==> config.mk <==
export PLATFORM = sky130hd
export DESIGN_NAME = lcd4_seq
export DESIGN_NICKNAME = d
export VERILOG_FILES = /design/src/rtl/lcd4_seq.sv
export SDC_FILE = /design/constraint.sdc
export NUM_CORES = 1
export LEC_CHECK = 0
export BUFFER_PORTS_ARGS = -buffer_cell sky130_fd_sc_hd__buf_2
export CAP_MARGIN = 0
export CORE_MARGIN = 1.5
export CORE_UTILIZATION = 30
export CTS_BUF_LIST = sky130_fd_sc_hd__clkbuf_8
export CTS_CLUSTER_DIAMETER = 200
export DETAILED_ROUTE_END_ITERATION = 8
export GPL_TIMING_DRIVEN = 0
export PLACE_DENSITY = 0.56
export SETUP_SLACK_MARGIN = 0.15
export SKIP_LAST_GASP = 1
export SLEW_MARGIN = 15
export SYNTH_ARGS = -nofsm -noshare
export SYNTH_HDL_FRONTEND = slang
export SYNTH_SLANG_ARGS = --single-unit
==> constraint.sdc <==
create_clock -name clk -period 3.75 [get_ports clk]
set_clock_uncertainty 0.15 [all_clocks]
set_input_delay 0.1875 -clock clk [delete_from_list [all_inputs] [get_ports clk]]
set_output_delay 0.1875 -clock clk [all_outputs]
set_load 0.01 [all_outputs]
==> src/rtl/lcd4_seq.sv <==
module lcd4_seq #(
  parameter int SETUP_CYC     = 4,
  parameter int PULSE_CYC     = 24,
  parameter int WAIT_CYC      = 2500,
  parameter int BOOT_WAIT_CYC = 250000,
  parameter int START_CYC     = 2000000
)(
  input  logic       clk,
  input  logic       rst_n,
  input  logic [7:0] in_byte,
  input  logic       in_is_data,
  input  logic       in_valid,
  output logic       in_ready,
  output logic [3:0] lcd_d,
  output logic       lcd_rs,
  output logic       lcd_e
);
  localparam int M1   = SETUP_CYC > PULSE_CYC ? SETUP_CYC : PULSE_CYC;
  localparam int M2   = WAIT_CYC > BOOT_WAIT_CYC ? WAIT_CYC : BOOT_WAIT_CYC;
  localparam int M3   = M1 > M2 ? M1 : M2;
  localparam int MAXC = M3 > START_CYC ? M3 : START_CYC;
  localparam int CW   = $clog2(MAXC + 1);

  typedef enum logic [2:0] {S_IDLE, S_SETUP, S_PULSE, S_HOLD, S_WAIT} st_t;

  st_t           st;
  logic [CW-1:0] cnt;
  logic [7:0]    cur;
  logic          rs_q, lo, single;
  logic [2:0]    step;

  function automatic logic [7:0] boot_byte(input logic [1:0] i);
    case (i)
      2'd0:    return 8'h30;
      2'd1:    return 8'h28;
      2'd2:    return 8'h0C;
      default: return 8'h06;
    endcase
  endfunction

  assign lcd_d    = lo ? cur[3:0] : cur[7:4];
  assign lcd_rs   = rs_q;
  assign lcd_e    = (st == S_PULSE);
  assign in_ready = (st == S_IDLE);

  always_ff @(posedge clk or negedge rst_n) begin
    if (!rst_n) begin
      st     <= S_WAIT;
      cnt    <= CW'(START_CYC - 1);
      cur    <= 8'h00;
      rs_q   <= 1'b0;
      lo     <= 1'b0;
      single <= 1'b0;
      step   <= 3'd0;
    end else begin
      case (st)
        S_IDLE: if (in_valid) begin
          cur    <= in_byte;
          rs_q   <= in_is_data;
          lo     <= 1'b0;
          single <= 1'b0;
          st     <= S_SETUP;
          cnt    <= CW'(SETUP_CYC - 1);
        end
        S_SETUP: if (cnt == '0) begin
          st  <= S_PULSE;
          cnt <= CW'(PULSE_CYC - 1);
        end else cnt <= cnt - 1'b1;
        S_PULSE: if (cnt == '0) st <= S_HOLD;
                 else cnt <= cnt - 1'b1;
        S_HOLD: if (!lo && !single) begin
          lo  <= 1'b1;
          st  <= S_SETUP;
          cnt <= CW'(SETUP_CYC - 1);
        end else begin
          st  <= S_WAIT;
          cnt <= single ? CW'(BOOT_WAIT_CYC - 1) : CW'(WAIT_CYC - 1);
        end
        S_WAIT: if (cnt != '0) cnt <= cnt - 1'b1;
        else if (!step[2]) begin
          cur    <= boot_byte(step[1:0]);
          rs_q   <= 1'b0;
          lo     <= 1'b0;
          single <= (step == 3'd0);
          step   <= step + 1'b1;
          st     <= S_SETUP;
          cnt    <= CW'(SETUP_CYC - 1);
        end else st <= S_IDLE;
        default: st <= S_IDLE;
      endcase
    end
  end
endmodule

; Word-level counts from Yosys, hierarchy flattened
; Cells that the tools add are included.
[classes]
n_eq_ne = 14
n_mul = 0
n_div = 0
order_cmp = 0
n_shift = 0
n_bitwise = 2
n_reduce_logical = 17
add_sub_neg = 2
mux = 32
[ops]
columns = operator, n
row1 = 21-bit 2-to-1 mux, 5
row2 = 21-bit one-hot mux with 5 select lines, 1
row3 = 18-bit 2-to-1 mux, 2
row4 = 8-bit 2-to-1 mux, 3
row5 = 21-bit logical NOT, 1
row6 = 21-bit nonzero test, 1
row7 = "21-bit by 1-bit subtractor with 21-bit output, second input constant", 1
row8 = 3-bit 2-to-1 mux, 6
row9 = 6-bit one-hot mux with 3 select lines, 1
row10 = 8-bit one-hot mux with 2 select lines, 1
row11 = 3-bit one-hot mux with 5 select lines, 1
row12 = "2-bit inequality test, second input constant", 6
row13 = 4-bit AND reduction, 3
row14 = 1-bit 2-to-1 mux, 8
row15 = "3-bit by 2-bit == test with 1-bit output, second input constant", 2
row16 = 3-bit logical NOT, 2
row17 = 5-bit AND reduction, 1
row18 = 5-bit nonzero test, 1
row19 = 4-bit 2-to-1 mux, 1
row20 = 1-bit one-hot mux with 2 select lines, 2
row21 = "3-bit by 1-bit adder with 3-bit output, second input constant", 1
row22 = "3-bit by 1-bit == test with 1-bit output, second input constant", 1
row23 = "3-bit == test, second input constant", 1
row24 = "3-bit inequality test, second input constant", 1
row25 = other kinds (12), 14
[word_totals]
ram_bits = 0
mem_count = 0
wordCells = 75
mem_bits_ro = 0
out_inout_bits = 7
inputBits = 12
reg_bits = 38
latchBits = 0

; Longest topological paths before layout
[depth]
ltp_word = 5
depth_mapped = 7
ltp_nobuf = 7

; Least setup slack after synthesis
; No wires, ideal clock.
[synth_path]
kind = register to register
startpoint = register cnt[4]
endpoint = register cnt[12]
path_stages_with_launch = 8
synth_period_minus_slack_ps = 2127
path_slack_ps = 1623
path_buffers = 2
t_arrival_ps = 1853
setup_time_ps = 124
t_required_ps = 3476
cell_sequence = dfstp_2 buf_6 nor4_4 nand4_4 o31ai_4 buf_6 o21ai_1 a211o_1
[synth_via]
elab_chain_len = 3
word_cells_on_any_way = 10
cone_classes = add/sub (1) / eq/ne (2) / mux (4) / reduce/logical (3)
[synth_lines]
columns = item, line_no
row1 = from (decl), 27  ; logic [CW-1:0] cnt;
row2 = from (signal assigned), 49  ; cnt <= CW'(START_CYC - 1);
row3 = from (signal assigned), 63  ; cnt <= CW'(SETUP_CYC - 1);
row4 = from (signal assigned), 67  ; cnt <= CW'(PULSE_CYC - 1);
row5 = 21-bit by 1-bit subtractor with 21-bit output (tied with other cells), "68, 70, 79"
row6 = 21-bit 2-to-1 mux (tied with other cells), 79  ; S_WAIT: if (cnt != '0) cnt <= cnt - 1'b1;
row7 = 21-bit one-hot mux with 5 select lines / 4-bit AND reduction (equally long branches), n/a
; Parallel ways exist; a longest one is shown, timed or not. The select of a mux whose other input is x is not followed.
; A chain may end at the register's enable or synchronous reset.

; Final worst setup path
[layout_path]
startpoint = register cnt[12]
endpoint = register cnt[8]
[layout_via]
elab_chain_len = 3
word_cells_on_any_way = 8
cone_classes = eq/ne (2) / mux (3) / reduce/logical (3)
[layout_lines]
columns = item, line_no
row1 = 21-bit nonzero test / 21-bit logical NOT (equally long branches), "79, 65, 69"
row2 = 21-bit 2-to-1 mux (tied with other cells), 79
row3 = 21-bit one-hot mux with 5 select lines / 4-bit AND reduction (equally long branches), n/a
; Parallel ways exist; a longest one is shown, timed or not.

==> results.json <==
{
  "rrSetupSlack_ns": 1.23,
  "multi_input_area_um2": 1340,
  "met3_usage_pct": 3.28,
  "grt_antenna_before_repair": 0,
  "fin_ws_ns": 1.23,
  "min_path_type": "input pin to flop",
  "ir_drop_v": 0.000313,
  "postRouteAntennaNets": 0,
  "intPower_mw": 1.19,
  "layout_common_cells": "nor2_1 (24), dfrtp_1 (24), buf_2 (23)",
  "syn_inst": 254,
  "period_minus_slack_ns": 2.52,
  "route.vias.total": 2041,
  "grt_max_degree": 39,
  "hold_path_depth": 4,
  "grt_overflow": 0,
  "maxSlewViolCount": 0,
  "top_usage_layer": "met2",
  "register_area_um2": 968,
  "die_x_um": 92.7,
  "gr-usage-met1_pct": 20.9,
  "worstSetupPathType": "flop to flop",
  "synth_top_flop_cell": "dfrtp_1",
  "drv_cap": 0,
  "fin_nets": 300,
  "hold_end": "cur[1]",
  "hold_violations": 0,
  "ys_warn_count": 0,
  "ys_seq_area_share_pct": 40.1,
  "postLayoutCoreUtil_pct": 36.1,
  "pin_count": 19,
  "required_ns": 3.78,
  "p_sw_mw": 0.697,
  "sw_frac_of_total_pct": 36.9,
  "cp-startpoint": "cnt[12]",
  "synth-seq-cells": 38,
  "htreeDepth": 2,
  "grt_pass1_wl_um": 10200,
  "p_leak_nw": 1.18,
  "wl_per_cell_um": 15.5,
  "coreArea_um2": 7770,
  "hp-start": "in_byte[1]",
  "syn-mean-instance-area_um2": 9.51,
  "final_layout_size_suffix_gt1_share_pct": 23.7,
  "hpwl_um": 4220,
  "setup_viol": 0,
  "fin_tns_setup_ns": 0,
  "cts_buffers": 5,
  "synth_area_um2": 2410,
  "dr.pass1.iters": 4,
  "rsz0062_at_grt": "no",
  "cp_max_fo": 10,
  "antenna_cells": 0,
  "drc_errors": 0,
  "dieArea_um2": 8600,
  "grt_use_met2_pct": 23.8,
  "slew_headroom_pct": 40.9,
  "clkLatencyLatePin_ns": 0.29,
  "p_per_area_nw_per_um2": 674,
  "outcome": "finished clean",
  "rows": 32,
  "synth.distinct_cells": 56,
  "min_period_over_period_pct": 67.2,
  "via_per_inst": 5.30,
  "synth_fp_nets": 272,
  "crit_path_start_kind": "flop",
  "seq_power_share_pct": 40.5,
  "cts_tree": "yes",
  "r2r_start": "cnt[12]",
  "power.clock.fraction_pct": 23.2,
  "async_flop_share_pct": 100,
  "routed_wl_um": 5960,
  "fmax_ghz": 0.397,
  "power_frac_comb_pct": 36.3,
  "grt_usage_pct": 15.1,
  "root_buffer": "clkbuf_8",
  "cp.arrival_ns": 2.55,
  "timing.rr.end": "cnt[8]",
  "cp-end-kind": "flop",
  "cts_buffer_depth": 2,
  "area_growth_pct": 16.2,
  "worst_slew_pin_slew_ns": 0.886,
  "die_h_um": 92.7,
  "path_clk_slew_ns": 0.08,
  "r2r_cells": 5,
  "first_iter_violations": 70,
  "n_fill_cell": 832,
  "place_ws_ns": 1.27,
  "clock_sinks": 38,
  "gp_congestion": 0.813,
  "grt_pass1_vias": 2059,
  "start_util_pct": 31.1,
  "synth-edff-count": 0,
  "port_buffers": 18
}
==> timing repair <==
action                                  CTS  global route
hold buffers                              3             0
endpoints found under the setup margin    0             0
setup buffers                             0             0
hold endpoints to repair                 26             0
resized for setup                         0             0
==> worst max path at each step <==
| stage | cells past startpoint | end | slack (ns) |
|---|---|---|---|
| 2_1_floorplan | 7 | cnt[12] | 1.62 |
| 3_3_place_gp | 5 | cnt[8] | 1.30 |
| 3_5_place_dp | 5 | cnt[8] | 1.27 |
| 4_1_cts | 5 | cnt[8] | 1.25 |
| 5_1_grt | 5 | cnt[8] | 1.06 |
| 6_report | 5 | cnt[8] | 1.23 |
==> power by group through the flow <==
| stage | clock (mW) | combinational [mW] | sequential, mW |
|---|---|---|---|
| after floorplan | 0 | 0.530 | 0.737 |
| after global placement | 0 | 0.678 | 0.765 |
| after detailed placement | 0 | 0.686 | 0.772 |
| after CTS | 0.451 | 0.691 | 0.764 |
| after global routing | 0.466 | 0.765 | 0.797 |
| final | 0.438 | 0.686 | 0.766 |
==> sequential cells by signal, summed over array words and instances (netlist names) <==
name / flops
single: 1
lcd_rs: 1
cnt: 21
st: 3
cur: 8
lo: 1
step: 3
==> cell usage after synthesis (all sizes together) (6+ instances only) <==
library cell	count	area (um2)
buf	9	58.8
inv	9	33.8
ha	6	75.1
o21ai	23	115
dfrtp	24	601
nand2	23	88.8
a22o	7	61.3
nor3	14	70.1
dfstp	14	368
a21oi	7	35.0
nor2	25	96.4
o31ai	6	72.6
mux2	8	90.1
nor4	12	111
==> kinds of logic (layout without fill, tap and decap cells) <==
kind of cell,count (synthesis),count (layout),synth area share [%]
buf+inv,22,51,4.46
fa+ha+maj,6,6,3.11
xor+xnor,5,5,1.81
compound gates,74,74,22.5
mux,11,11,4.97
flops,38,38,40.1
simple gates,98,98,23.1
==> cell type report <==
cell class	count	share of cell area, %
multi-input cells	194	47.7
flip-flops and latches	38	34.5
well taps	102	4.55
repair buffers	21	4.28
clock buffers	6	2.94
plain buffers	13	2.63
clock inverters	2	2.14
inverters	9	1.20
==> per-stage QoR <==
| stage | area (um2) | cells | total power [mW] | hold slack, ns |
|---|---|---|---|---|
| after floorplan | 2410 | 254 | 1.27 | -0.258 |
| after global placement | 2630 | 374 | 1.44 | 0.206 |
| after detailed placement | 2630 | 374 | 1.46 | 0.220 |
| after CTS | 2810 | 385 | 1.91 | 0.0647 |
| after global routing | 2810 | 385 | 2.03 | 0.0743 |
| final | 2810 | 385 | 1.89 | 0.0729 |
==> worst max-delay path: stages (launching register included) <==
cell and delay (ns):
dfrtp_1 0.45, nor3_1 0.47, nand2_2 0.29, o31a_1 0.45, clkbuf_1 0.29, a32o_1 0.30
==> metal layers <==
layer  routed length (um)  vias to the layer above  part of all wire (%)
met5                    0                        -                     0
met2                 2750                       40                    46
met1                 2940                      993                    49
met3                  238                        5                   4.0
li1                     -                     1003                     -
met4                   29                        0                  0.49
(Power assumes the default switching activity.)
